--- config.mk ---
export PLATFORM = sky130hd
export DESIGN_NAME = xip_read_seq
export DESIGN_NICKNAME = d
export VERILOG_FILES = /design/src/rtl/xip_pkg.sv /design/src/rtl/xip_clkgen.sv /design/src/rtl/xip_rx.sv /design/src/rtl/xip_ctrl.sv /design/src/rtl/xip_read_seq.sv
export SDC_FILE = /design/constraint.sdc
export NUM_CORES = 1
export LEC_CHECK = 0
export ABC_AREA = 1
export CAP_MARGIN = 10
export CORE_MARGIN = 4
export CORE_UTILIZATION = 55
export DETAILED_ROUTE_END_ITERATION = 16
export PLACE_DENSITY = 0.91
export SETUP_SLACK_MARGIN = 0.4
export SLEW_MARGIN = 20
export SYNTH_ARGS = -nofsm -noshare
export SYNTH_HDL_FRONTEND = slang
export SYNTH_SLANG_ARGS = --single-unit
--- constraint.sdc ---
create_clock -name clk -period 2.2 [get_ports clk]
set_input_delay 0.44 -clock clk [delete_from_list [all_inputs] [get_ports clk]]
set_output_delay 0.44 -clock clk [all_outputs]
set_load 0.02 [all_outputs]
--- src/rtl/xip_pkg.sv ---
package xip_pkg;

    localparam int ADDR_W = 24;
    localparam int WORD_W = 32;

    localparam logic [7:0] OPC_QUAD_IO = 8'hEB;
    localparam logic [7:0] OPC_DUAL_IO = 8'hBB;
    localparam logic [7:0] MODE_KEEP   = 8'h20;
    localparam logic [7:0] MODE_LEAVE  = 8'h00;

    typedef enum logic [2:0] {
        PH_IDLE,
        PH_RELEASE,
        PH_OPCODE,
        PH_ADDR,
        PH_DUMMY,
        PH_DATA,
        PH_GAP
    } phase_e;

    typedef struct packed {
        logic quad;
        logic cont;
    } xcfg_t;

    typedef struct packed {
        logic [3:0] dout;
        logic [3:0] oe;
    } io_drv_t;

    // serial clocks spent in each phase
    function automatic logic [5:0] phase_clocks(input phase_e ph, input logic quad,
                                                input logic [5:0] dq, input logic [5:0] dd);
        case (ph)
            PH_RELEASE: return quad ? 6'd8 : 6'd16;
            PH_OPCODE:  return 6'd8;
            PH_ADDR:    return quad ? 6'd8 : 6'd16;
            PH_DUMMY:   return quad ? dq : dd;
            PH_DATA:    return quad ? 6'd8 : 6'd16;
            default:    return 6'd1;
        endcase
    endfunction

    // first received byte becomes the least significant one
    function automatic logic [31:0] le_word(input logic [31:0] s);
        logic [31:0] r;
        for (int i = 0; i < 4; i++) begin
            r[8*i +: 8] = s[31-8*i -: 8];
        end
        return r;
    endfunction

endpackage

--- src/rtl/xip_clkgen.sv ---
module xip_clkgen #(
    parameter int SCK_HALF = 2
) (
    input  logic clk,
    input  logic rst,
    input  logic run,
    input  logic sck_en,
    output logic sck,
    output logic bit_end,
    output logic sample
);
    localparam int PER = 2 * SCK_HALF;
    localparam int CW  = (PER > 2) ? $clog2(PER) : 1;

    logic [CW-1:0] cnt_q;

    always_ff @(posedge clk) begin
        if (rst) begin
            cnt_q <= '0;
        end else if (!run) begin
            cnt_q <= '0;
        end else if (cnt_q == CW'(PER - 1)) begin
            cnt_q <= '0;
        end else begin
            cnt_q <= cnt_q + 1'b1;
        end
    end

    assign bit_end = run && (cnt_q == CW'(PER - 1));
    assign sample  = run && (cnt_q == CW'(SCK_HALF));
    assign sck     = sck_en && (cnt_q >= CW'(SCK_HALF));

endmodule

--- src/rtl/xip_rx.sv ---
module xip_rx
    import xip_pkg::*;
(
    input  logic        clk,
    input  logic        rst,
    input  logic        sample,
    input  logic        in_data,
    input  logic        last_data,
    input  logic        quad,
    input  logic [3:0]  io_in,
    output logic        rsp_valid,
    output logic [31:0] rsp_data
);
    logic [31:0] raw_q;
    logic [31:0] raw_nx;

    always_comb begin
        if (quad) raw_nx = {raw_q[27:0], io_in};
        else      raw_nx = {raw_q[29:0], io_in[1:0]};
    end

    always_ff @(posedge clk) begin
        if (rst) begin
            raw_q     <= '0;
            rsp_valid <= 1'b0;
            rsp_data  <= '0;
        end else begin
            rsp_valid <= 1'b0;
            if (sample && in_data) begin
                raw_q <= raw_nx;
                if (last_data) begin
                    rsp_valid <= 1'b1;
                    rsp_data  <= le_word(raw_nx);
                end
            end
        end
    end

endmodule

--- src/rtl/xip_ctrl.sv ---
module xip_ctrl
    import xip_pkg::*;
#(
    parameter int DUMMY_QUAD = 4,
    parameter int DUMMY_DUAL = 0
) (
    input  logic              clk,
    input  logic              rst,
    input  logic              cfg_quad,
    input  logic              cfg_cont,
    input  logic              req_valid,
    input  logic [ADDR_W-1:0] req_addr,
    output logic              req_ready,
    input  logic              bit_end,
    output logic              run,
    output logic              sck_en,
    output logic              in_data,
    output logic              last_data,
    output logic              quad_act,
    output logic              cs_n,
    output logic [3:0]        io_out,
    output logic [3:0]        io_oe
);
    localparam logic [5:0] DQ = 6'(DUMMY_QUAD);
    localparam logic [5:0] DD = 6'(DUMMY_DUAL);

    phase_e     ph_q, ph_nx;
    logic [5:0] cnt_q;
    logic       wq_q;
    logic       need_rel_q;
    logic       cfg_ok_q;
    logic       in_cont_q;
    xcfg_t      lat_q;
    xcfg_t      cfg_now;
    logic [31:0] tx_q;
    logic [7:0] op_q;
    logic [5:0] ph_len;
    logic       last_clk;
    logic       cfg_diff;
    logic       start_rel;
    logic       accept;
    logic       has_dummy;
    io_drv_t    drv;

    assign cfg_now   = '{quad: cfg_quad, cont: cfg_cont};
    assign ph_len    = phase_clocks(ph_q, wq_q, DQ, DD);
    assign last_clk  = bit_end && (cnt_q == ph_len - 6'd1);
    assign cfg_diff  = cfg_ok_q && (cfg_now != lat_q);
    assign start_rel = (ph_q == PH_IDLE) && (need_rel_q || cfg_diff);
    assign req_ready = (ph_q == PH_IDLE) && !need_rel_q && cfg_ok_q && !cfg_diff;
    assign accept    = req_ready && req_valid;
    assign has_dummy = (wq_q ? DQ : DD) != 6'd0;

    always_comb begin
        case (ph_q)
            PH_RELEASE: ph_nx = PH_GAP;
            PH_OPCODE:  ph_nx = PH_ADDR;
            PH_ADDR:    ph_nx = has_dummy ? PH_DUMMY : PH_DATA;
            PH_DUMMY:   ph_nx = PH_DATA;
            PH_DATA:    ph_nx = PH_GAP;
            default:    ph_nx = PH_IDLE;
        endcase
    end

    always_ff @(posedge clk) begin
        if (rst) begin
            ph_q       <= PH_IDLE;
            cnt_q      <= '0;
            wq_q       <= 1'b1;
            need_rel_q <= 1'b1;
            cfg_ok_q   <= 1'b0;
            in_cont_q  <= 1'b0;
            lat_q      <= '0;
            tx_q       <= '0;
            op_q       <= '0;
        end else if (ph_q == PH_IDLE) begin
            cnt_q <= '0;
            if (start_rel) begin
                ph_q <= PH_RELEASE;
                wq_q <= cfg_ok_q ? lat_q.quad : cfg_quad;
            end else if (accept) begin
                wq_q <= lat_q.quad;
                tx_q <= {req_addr, lat_q.cont ? MODE_KEEP : MODE_LEAVE};
                op_q <= lat_q.quad ? OPC_QUAD_IO : OPC_DUAL_IO;
                ph_q <= in_cont_q ? PH_ADDR : PH_OPCODE;
            end
        end else if (bit_end) begin
            if (ph_q == PH_OPCODE) op_q <= {op_q[6:0], 1'b0};
            if (ph_q == PH_ADDR)   tx_q <= wq_q ? {tx_q[27:0], 4'h0} : {tx_q[29:0], 2'b00};
            if (last_clk) begin
                cnt_q <= '0;
                ph_q  <= ph_nx;
                if (ph_q == PH_RELEASE) begin
                    in_cont_q  <= 1'b0;
                    need_rel_q <= 1'b0;
                    cfg_ok_q   <= 1'b1;
                    lat_q      <= cfg_now;
                end
                if (ph_q == PH_DATA) begin
                    in_cont_q <= lat_q.cont;
                end
            end else begin
                cnt_q <= cnt_q + 6'd1;
            end
        end
    end

    always_comb begin
        drv = '{dout: 4'h0, oe: 4'h0};
        case (ph_q)
            PH_RELEASE: drv = '{dout: 4'hF, oe: wq_q ? 4'hF : 4'h3};
            PH_OPCODE:  drv = '{dout: {3'b000, op_q[7]}, oe: 4'h1};
            PH_ADDR:    drv = wq_q ? '{dout: tx_q[31:28], oe: 4'hF}
                               : '{dout: {2'b00, tx_q[31:30]}, oe: 4'h3};
            default:    drv = '{dout: 4'h0, oe: 4'h0};
        endcase
    end

    assign io_out    = drv.dout;
    assign io_oe     = drv.oe;
    assign cs_n      = (ph_q == PH_IDLE) || (ph_q == PH_GAP);
    assign run       = (ph_q != PH_IDLE);
    assign sck_en    = run && (ph_q != PH_GAP);
    assign in_data   = (ph_q == PH_DATA);
    assign last_data = in_data && (cnt_q == ph_len - 6'd1);
    assign quad_act  = wq_q;

endmodule

--- src/rtl/xip_read_seq.sv ---
module xip_read_seq
    import xip_pkg::*;
#(
    parameter int SCK_HALF   = 2,
    parameter int DUMMY_QUAD = 4,
    parameter int DUMMY_DUAL = 0
) (
    input  logic        clk,
    input  logic        rst,
    input  logic        cfg_quad,
    input  logic        cfg_cont,
    input  logic        req_valid,
    input  logic [23:0] req_addr,
    output logic        req_ready,
    output logic        rsp_valid,
    output logic [31:0] rsp_data,
    output logic        spi_cs_n,
    output logic        spi_sck,
    output logic [3:0]  spi_io_out,
    output logic [3:0]  spi_io_oe,
    input  logic [3:0]  spi_io_in
);
    logic run, sck_en, bit_end, sample;
    logic in_data, last_data, quad_act;

    xip_clkgen #(.SCK_HALF(SCK_HALF)) clkgen_i (
        .clk     (clk),
        .rst     (rst),
        .run     (run),
        .sck_en  (sck_en),
        .sck     (spi_sck),
        .bit_end (bit_end),
        .sample  (sample)
    );

    xip_ctrl #(.DUMMY_QUAD(DUMMY_QUAD), .DUMMY_DUAL(DUMMY_DUAL)) ctrl_i (
        .clk       (clk),
        .rst       (rst),
        .cfg_quad  (cfg_quad),
        .cfg_cont  (cfg_cont),
        .req_valid (req_valid),
        .req_addr  (req_addr),
        .req_ready (req_ready),
        .bit_end   (bit_end),
        .run       (run),
        .sck_en    (sck_en),
        .in_data   (in_data),
        .last_data (last_data),
        .quad_act  (quad_act),
        .cs_n      (spi_cs_n),
        .io_out    (spi_io_out),
        .io_oe     (spi_io_oe)
    );

    xip_rx rx_i (
        .clk       (clk),
        .rst       (rst),
        .sample    (sample),
        .in_data   (in_data),
        .last_data (last_data),
        .quad      (quad_act),
        .io_in     (spi_io_in),
        .rsp_valid (rsp_valid),
        .rsp_data  (rsp_data)
    );

endmodule

# [After elaboration in Yosys (flattened, before gate mapping)]
# Index checks and enable logic that the tools add are counted.
[word_totals] regBits=120 input_bits=33 output_inout_bits=44 word_cells=108
[classes] addsub=3 n_lt_le_gt_ge=1 eq_ne=14 mux=35 bitwise=3 n_reduce_logical=38
[op_table] cell="32-bit 2-to-1 mux" n=7
[op_table] cell="8-bit 2-to-1 mux" n=6
[op_table] cell="8-bit case mux with 3 select lines" n=1
[op_table] cell="3-bit 2-to-1 mux" n=6
[op_table] cell="6-bit case mux with 3 select lines" n=1
[op_table] cell="4-bit AND reduction" n=4
[op_table] cell="1-bit logical AND" n=13
[op_table] cell="6-bit 2-to-1 mux" n=2
[op_table] cell="3-bit case mux with 4 select lines" n=1
[op_table] cell="2-bit nonzero test" n=6
[op_table] cell="3-bit == test (second input constant)" n=3
[op_table] cell="1-bit 2-to-1 mux" n=8
[op_table] cell="7-bit 2-to-1 mux" n=1
[op_table] cell="6-bit by 1-bit adder with 6-bit output (second input constant)" n=1
[op_table] cell="3-bit by 2-bit == test with 1-bit output (second input constant)" n=2
[op_table] cell="6-bit == test" n=1
[op_table] cell="6-bit nonzero test" n=1
[op_table] cell="2-bit OR reduction" n=3
[op_table] cell="3-bit OR reduction" n=2
[op_table] cell="6-bit by 1-bit subtractor with 6-bit output (second input constant)" n=1
[op_table] cell="5-bit 2-to-1 mux" n=1
[op_table] cell="2-bit == test (second input constant)" n=2
[op_table] cell="4-bit 2-to-1 mux" n=1
[op_table] cell="2-bit AND reduction" n=2
[op_table] cell="14 further kinds" n=18

# [Depth between registers and ports, before layout]
# Gate-level depths: netlist of run 1.
[depth] depth_word=9 ltp_mapped=15

# [Hierarchy]
# From an unflattened synthesis of run 1, not the netlist that was laid out.
[hier_totals] hier_cells=927 area_unflattened_um2=5905.7
[by_module_without_submodules] mod="xip_ctrl" n_inst=1 cells_each=478 area_per_inst_um2=3041.7
[by_module_without_submodules] mod="xip_rx" n_inst=1 cells_each=434 area_per_inst_um2=2752.6
[by_module_without_submodules] mod="xip_clkgen" n_inst=1 cells_each=15 area_per_inst_um2=111.4

# [Worst setup path after synthesis of run 1]
# Ideal clock, no wire load.
[synth_path] kind="register -> output" from="register ctrl_i.wq_q, in the netlist ctrl_i.quad_act" to="output port spi_io_out[1]" t_arrival_ns=1.688 required_ns=1.760 setup_slack_ns=0.072 stages_incl_launch_ff=6 path_cell_list="dfxtp_1 -> buf_2 -> inv_1 -> buf_4 -> clkbuf_1 -> o311ai_0"
[synth_between] elab_chain_len=2
[synth_rtl] element="start, declared" line_no="xip_ctrl.sv:29" source="logic wq_q;"
[synth_rtl] element="start signal, assigned" line_no="xip_ctrl.sv:80" source="wq_q <= cfg_ok_q ? lat_q.quad : cfg_quad;"
[synth_rtl] element="start signal, assigned" line_no="xip_ctrl.sv:82" source="wq_q <= lat_q.quad;"
[synth_rtl] element="8-bit 2-to-1 mux" line_no="xip_ctrl.sv:113" source="PH_ADDR: drv = wq_q ? '{dout: tx_q[31:28], oe: 4'hF}"
[synth_rtl] element="8-bit case mux with 3 select lines" line_no="xip_ctrl.sv:110" source="case (ph_q)"
[synth_rtl] element="end, declared" line_no="xip_read_seq.sv:19" source="output logic [3:0] spi_io_out,"
# No other way between the ends.

# [Worst setup path in the final report of run 1]
[layout_path] from="register ctrl_i.ph_q[0]" to="output port spi_io_out[1]"
[layout_between] elab_chain_len=2 elab_cells_between_ends=4
[layout_rtl] element="start, declared" line_no="xip_ctrl.sv:27" source="phase_e ph_q, ph_nx;"
[layout_rtl] element="start signal, assigned" line_no="xip_ctrl.sv:85" source="ph_q <= in_cont_q ? PH_ADDR : PH_OPCODE;"
[layout_rtl] element="start signal, assigned" line_no="xip_ctrl.sv:92" source="ph_q <= ph_nx;"
[layout_rtl] element="3-bit by 2-bit == test with 1-bit output / 3-bit by 1-bit == test with 1-bit output (equally long branches)" line_no="xip_ctrl.sv:110"
[layout_rtl] element="8-bit case mux with 3 select lines *" line_no="xip_ctrl.sv:110"
# Every way passes the cells marked *; elsewhere a longest branch is shown, timed or not.

==> reports/metrics.cfg, run 1 <==
[outcome]
status=finished clean

[routing]
drt_iter0_drc=788
drcViolationCount=0
viasPerCell=5.80
wire_per_inst_um=16.9
vias=6173
firstDrtPassIters=8
ant_nets=0
wl_um=18000

[timing]
setup_viol=0
skew_ns=0.0115
hold-worst-slack_ns=0.315
hold_viol_final=0
drv_slew=0
fmax_mhz=463
rsz0062_at_grt=yes
period_share=0.982
min_period_ns=2.16
tightestPinTransition_ns=0.361
slew_headroom=0.759

[place]
dpl_cell_area_mm2=0.00639
dp_cells=993
dp_hpwl_um=8690
place_congestion=0.857
io_buffers=76

[yosys]
syn_inst=810
synth_edf_count=0
synthTopCellsByArea=dfxtp_1, nand2_1, o21ai_0
ys_ff_latch=114
ys_seq_area_frac=0.417
synthMuxAreaShare=0
synth-simple-area-share=0.289
synth_async_sr_flop_share=0
synthFlopType=dfxtp_1
yosys.area_share.adder=0.00686
synth_compound_area_frac=0.177
syn_area_mm2=0.00547
synth_top_cell_by_area=dfxtp_1
synthesis.nets=846
synth_top_family_by_area=simple AND/OR/NAND/NOR gates
synth_top_area_frac=0.417
avgSynthCellArea_um2=6.76
yosysUniqueCellTypes=33
synth-xor-area-share=0.00640
yosysWarnings=0

[cts]
cts_buffers=17
cts_root_buf=clkbuf_8
clk_pin_slew_ns=0.06
cts_tree=done
cts_sinks=114
htreeDepth=4
cts_hold_buf=0
clk_path_buf_depth=2
clock_latency_ns=0.52

[power]
peakVddDrop_mv=0.657
pwr_density_cell_mw_per_mm2=1150
combPwrFrac=0.426
p_int_mw=5.44
leakagePower_nw=3.33
pwr-share-clk=0.319
pwr-share-seq=0.255
power_switching_mw=3.31
p_sw_frac=0.378

[grt]
antenna_found_initial=0
gr-total-overflow=0
grt_use_total=0.261
grt_pass1_vias=5431
grt_max_degree=75
grt_pass1_wl_um=24800

[critical_path]
criticalPathCategory=flop to output pin
critPathCaptureType=output pin
worstPathArrival_ns=1.72
start_kind=flop
crit_fanout=5
cp.required_ns=1.76

[die]
die_h_um=108
die_x_um=108
dieArea_mm2=0.0116
rows=36
ios=77
start_util=0.563
core_area_mm2=0.00973

[worst_hold_path]
min_path_type=input port to flop

[cells_and_area]
design_area_mm2=0.00764
drive_gt1_frac=0.197
nets=955
fin_cells=1065
antennaDiodeCount=0
area_growth_pct=39.5

[job]
maxCapViolCount=0

[cells by family after synthesis]
kind of cell / after synthesis
adders and majority gates: 3
DFF: 114
xor gates and xnor gates: 4
AOI/OAI and AO/OA: 188
and+or+nand+nor: 371
buffers and inverters: 130
[power groups by stage]
stage / combinational, mW / clock, mW / sequential [mW]
floorplan: 1.77 / 0 / 2.22
global placement: 2.44 / 0 / 2.23
detailed placement: 2.47 / 0 / 2.23
CTS: 2.81 / 2.79 / 2.21
global route: 3.94 / 2.91 / 2.23
finish: 3.73 / 2.80 / 2.23
[metal layers]
metal | share of wire | GRT usage | vias to the layer above
met5 | 0 | 0 | -
met4 | 0.053 | 0.110 | 0
met3 | 0.095 | 0.0684 | 108
met2 | 0.48 | 0.429 | 428
met1 | 0.38 | 0.322 | 2791
li1 | - | - | 2846
[cell usage after synthesis (4+ instances only)]
cell type / n
a21oi_1: 69
buf_1: 5
buf_2: 10
buf_4: 9
buf_6: 4
clkbuf_1: 23
dfxtp_1: 114
inv_1: 71
inv_2: 6
nand2_1: 228
nand2_2: 6
nand3_1: 77
nand4_1: 7
nor2_1: 37
nor2_2: 8
o21ai_0: 108
xor2_1: 4
[worst max-delay path, cell delays in order, from the launching register on]
cell,delay (ns)
dfxtp_4,0.42
nand2_4,0.08
nor2_4,0.14
inv_2,0.08
o311ai_4,0.31
buf_6,0.16
[cell type report]
| type | count | area [um2] |
|---|---|---|
| clock buffers | 20 | 445 |
| clock inverters | 12 | 156 |
| fillers | 625 | 2090 |
| inverters | 79 | 343 |
| multi-input cells | 566 | 2870 |
| flip-flops and latches | 114 | 2290 |
| well taps | 133 | 166 |
| repair buffers | 139 | 1330 |
| repair inverters | 2 | 32.5 |
[placed cells by master, fill, tap and decap left out, types with 3 or more instances in the layout]
master           instances
xor2_1                   4
buf_4                   41
clkbuf_16               16
nor2_4                  10
dfxtp_1                109
nor2_1                  34
nand4_1                  7
inv_1                   61
dfxtp_2                  4
clkinv_4                 5
dlygate4sd2_1           33
nand3_1                 74
a21oi_2                  6
nand2_4                  9
inv_2                   11
nand2_2                 17
buf_12                   5
clkbuf_8                 3
nand2_1                209
clkinv_2                 3
o21ai_0                107
a21oi_1                 63
buf_6                   24
o31ai_1                  3
clkdlybuf4s50_1         31
clkinv_8                 4
bufinv_16                3
ha_1                     3
[path summary, 6_finish.rpt]
kind                       to            start  cells after the start  slack [ns]
max             spi_io_out[1]   ctrl_i.ph_q[0]                      5        0.04
min           ctrl_i.lat_q[1]         cfg_quad                      3        0.31
max reg2reg  rx_i.rsp_data[4]  ctrl_i.quad_act                     14        0.20
min reg2reg   ctrl_i.tx_q[20]  ctrl_i.tx_q[20]                      2        0.46
[repair_timing]
action / 4_1_cts / 5_1_grt
cloned: 2 / 1
setup buffers: 12 / 25
resized for setup: 139 / 62
pin swaps: 10 / 24
endpoints found under the setup margin: 119 / 93
[metrics by stage]
step	setup slack (ns)	power [mW]	TNS (ns)	util
2_1_floorplan	0.432	3.99	0	-
3_3_place_gp	-0.325	4.67	-0.325	0.657
3_5_place_dp	-0.332	4.70	-0.332	0.657
4_1_cts	0.163	7.81	0	0.741
5_1_grt	-0.0178	9.08	-0.0178	0.785
6_report	0.0391	8.75	0	0.785
[registers in the layout, summed over array words and instances (netlist names)]
name and flops:
ctrl_i.cfg_ok_q 1, ctrl_i.quad_act 1, ctrl_i.tx_q 26, ctrl_i.in_cont_q 1
ctrl_i.op_q 8, ctrl_i.ph_q 3, rx_i.rsp_data 32, ctrl_i.lat_q 2
ctrl_i.need_rel_q 1, ctrl_i.cnt_q 6, rx_i.raw_q 30, rx_i.rsp_valid 1
clkgen_i.cnt_q 2
(Power assumes the default switching activity.)
==> run 2, diff against run 1 <==
--- a/config.mk
+++ b/config.mk
@@ -10,8 +10,7 @@
 export CORE_MARGIN = 4
 export CORE_UTILIZATION = 55
 export DETAILED_ROUTE_END_ITERATION = 16
-export PLACE_DENSITY = 0.91
-export SETUP_SLACK_MARGIN = 0.4
+export PLACE_DENSITY = 0.8
 export SLEW_MARGIN = 20
 export SYNTH_ARGS = -nofsm -noshare
 export SYNTH_HDL_FRONTEND = slang
==> reports/metrics.cfg, run 2 (synthesized netlist as in run 1, its figures left out) <==
[outcome]
status=finished clean  ; unchanged

[power]
leakagePower_nw=2.91  ; was 3.33 nW
pwr_density_cell_mw_per_mm2=1070  ; was 1150 mW/mm2
peakVddDrop_mv=0.565  ; was 0.657 mV

[cells_and_area]
mostFrequentLayoutCell=nand2_1  ; unchanged
final_cell_mix=nand2_1, dfxtp_1, o21ai_0, nand3_1, inv_1  ; was nand2_1, dfxtp_1, o21ai_0, nand3_1, a21oi_1
drive_gt1_frac=0.112  ; was 0.197
largest-register=rx_i.rsp_data  ; unchanged
nets=919  ; was 955
fin_cells=1027  ; was 1065
area_growth_pct=29.1  ; was 39.5%
antennaDiodeCount=0  ; unchanged
largest_reg_flops=32  ; unchanged
reg_top3=rx_i.rsp_data x32, rx_i.raw_q x30, ctrl_i.tx_q x26  ; unchanged

[routing]
vias=5577  ; was 6173
drcViolationCount=0  ; unchanged
viasPerCell=5.43  ; was 5.80
ant_nets=0  ; unchanged
wl_um=14400  ; was 18000 um
drt_iter0_drc=266  ; was 788
wire_per_inst_um=14.0  ; was 16.9 um
firstDrtPassIters=6  ; was 8

[timing]
rsz0062_at_grt=yes  ; unchanged
period_share=0.965  ; was 0.982
fmax_mhz=471  ; was 463 MHz
setup_viol=0  ; unchanged
hold_viol_final=0  ; unchanged
skew_ns=0.00878  ; was 0.0115 ns
slew_headroom=0.636  ; was 0.759
drv_slew=0  ; unchanged
fin_ws_ns=0.0774  ; was 0.0391 ns
tightestPinTransition_ns=0.545  ; was 0.361 ns
min_period_ns=2.12  ; was 2.16 ns

[cts]
cts_buffers=17  ; unchanged
clk_path_buf_depth=2  ; unchanged
cts_root_buf=clkbuf_8  ; unchanged
clock_latency_ns=0.51  ; was 0.52 ns
cts_hold_buf=0  ; unchanged
cts_tree=done  ; unchanged
clk_pin_slew_ns=0.05  ; was 0.06 ns
htreeDepth=4  ; unchanged
cts_sinks=114  ; unchanged

[critical_path]
worstPathArrival_ns=1.68  ; was 1.72 ns
critPathCaptureType=output pin  ; unchanged
crit_fanout=44  ; was 5
cp.required_ns=1.76  ; about the same
r2r_cells=14  ; unchanged
start_kind=flop  ; unchanged
criticalPathCategory=flop to output pin  ; unchanged

[grt]
grt_pass1_vias=5441  ; was 5431
antenna_found_initial=0  ; unchanged
gr-total-overflow=0  ; unchanged
grt_pass1_wl_um=24300  ; was 24800 um
grt_max_degree=63  ; was 75
grt_use_total=0.256  ; was 0.261

[worst_hold_path]
min_path_type=flop to flop  ; was input port to flop
hold_depth=1  ; was 3

[place]
dp_hpwl_um=8880  ; was 8690 um
io_buffers=76  ; unchanged
place_congestion=0.850  ; was 0.857
place_ws_ns=-0.393  ; was -0.332 ns
dp_cells=996  ; was 993

[die]
ios=77  ; unchanged
die_x_um=108  ; unchanged
start_util=0.563  ; unchanged
die_h_um=108  ; unchanged
dieArea_mm2=0.0116  ; unchanged
rows=36  ; unchanged
core_area_mm2=0.00973  ; unchanged

[job]
maxCapViolCount=0  ; unchanged

[run 2: changes by cell type in the layout (fill, tap and decap cells not counted), sizes merged]
cell and delta:
clkinvlp +1, buf -42, bufbuf +1, inv +2
clkdlybuf4s50 +34, clkinv -8, clkbuf +2, clkdlybuf4s15 +1
dlygate4sd2 -29
[run 2: area by class of cell]
cell class,count,area (um2)
multi-input combinational,566,2680
clock inverter,9,131
timing repair buffer,105,1040
clock buffer,21,459
fill,754,2660
tap,133,166
inverter,79,300
sequential,114,2290
[run 2: timing repair]
| action | CTS | global route |
|---|---|---|
| gates cloned | 1 | 0 |
| pin swaps | 0 | 1 |
| setup endpoints to repair | 11 | 37 |
| resized for setup | 30 | 13 |
| hold endpoints to repair | 0 | 0 |
| setup buffers | 0 | 0 |
[run 2: routing by layer]
layer,part of all wire,global-route usage
met1,0.43,0.318
met2,0.49,0.431
met5,0,0
met3,0.061,0.0534
met4,0.017,0.106
[run 2: where the power goes]
| group | total (mW) | leakage (nW) | switching (mW) | internal, mW |
|---|---|---|---|---|
| clock | 2.74 | 0.282 | 0.937 | 1.80 |
| combinational | 2.66 | 1.71 | 1.75 | 0.910 |
| sequential | 2.19 | 0.920 | 0.0543 | 2.14 |
| total | 7.59 | 2.91 | 2.74 | 4.85 |
[run 2: per-stage QoR]
step	TNS [ns]	hold slack, ns	utilization	area (um2)	total power [mW]
2_1_floorplan	0	0.417	-	5470	3.98
3_3_place_gp	-0.227	0.427	0.659	6410	4.66
3_5_place_dp	-3.09	0.439	0.659	6410	4.72
4_1_cts	0	0.454	0.724	7040	7.57
5_1_grt	-0.0310	0.484	0.726	7070	7.99
6_report	0	0.449	0.726	7070	7.59
[run 2: path summary, 6_finish.rpt]
check                         start                end  slack (ns)
hold / removal    clkgen_i.cnt_q[0]  clkgen_i.cnt_q[0]        0.45
hold reg to reg   clkgen_i.cnt_q[0]  clkgen_i.cnt_q[0]        0.45
setup / recovery    ctrl_i.quad_act      spi_io_out[3]        0.08
setup reg to reg     ctrl_i.ph_q[0]  rx_i.rsp_data[20]        0.19
[run 2: critical path, cell delays in order (launching register included)]
cell	delay, ns
dfxtp_2	0.38
buf_12	0.23
nand2_1	0.08
a21oi_1	0.12
dlygate4sd2_1	0.35
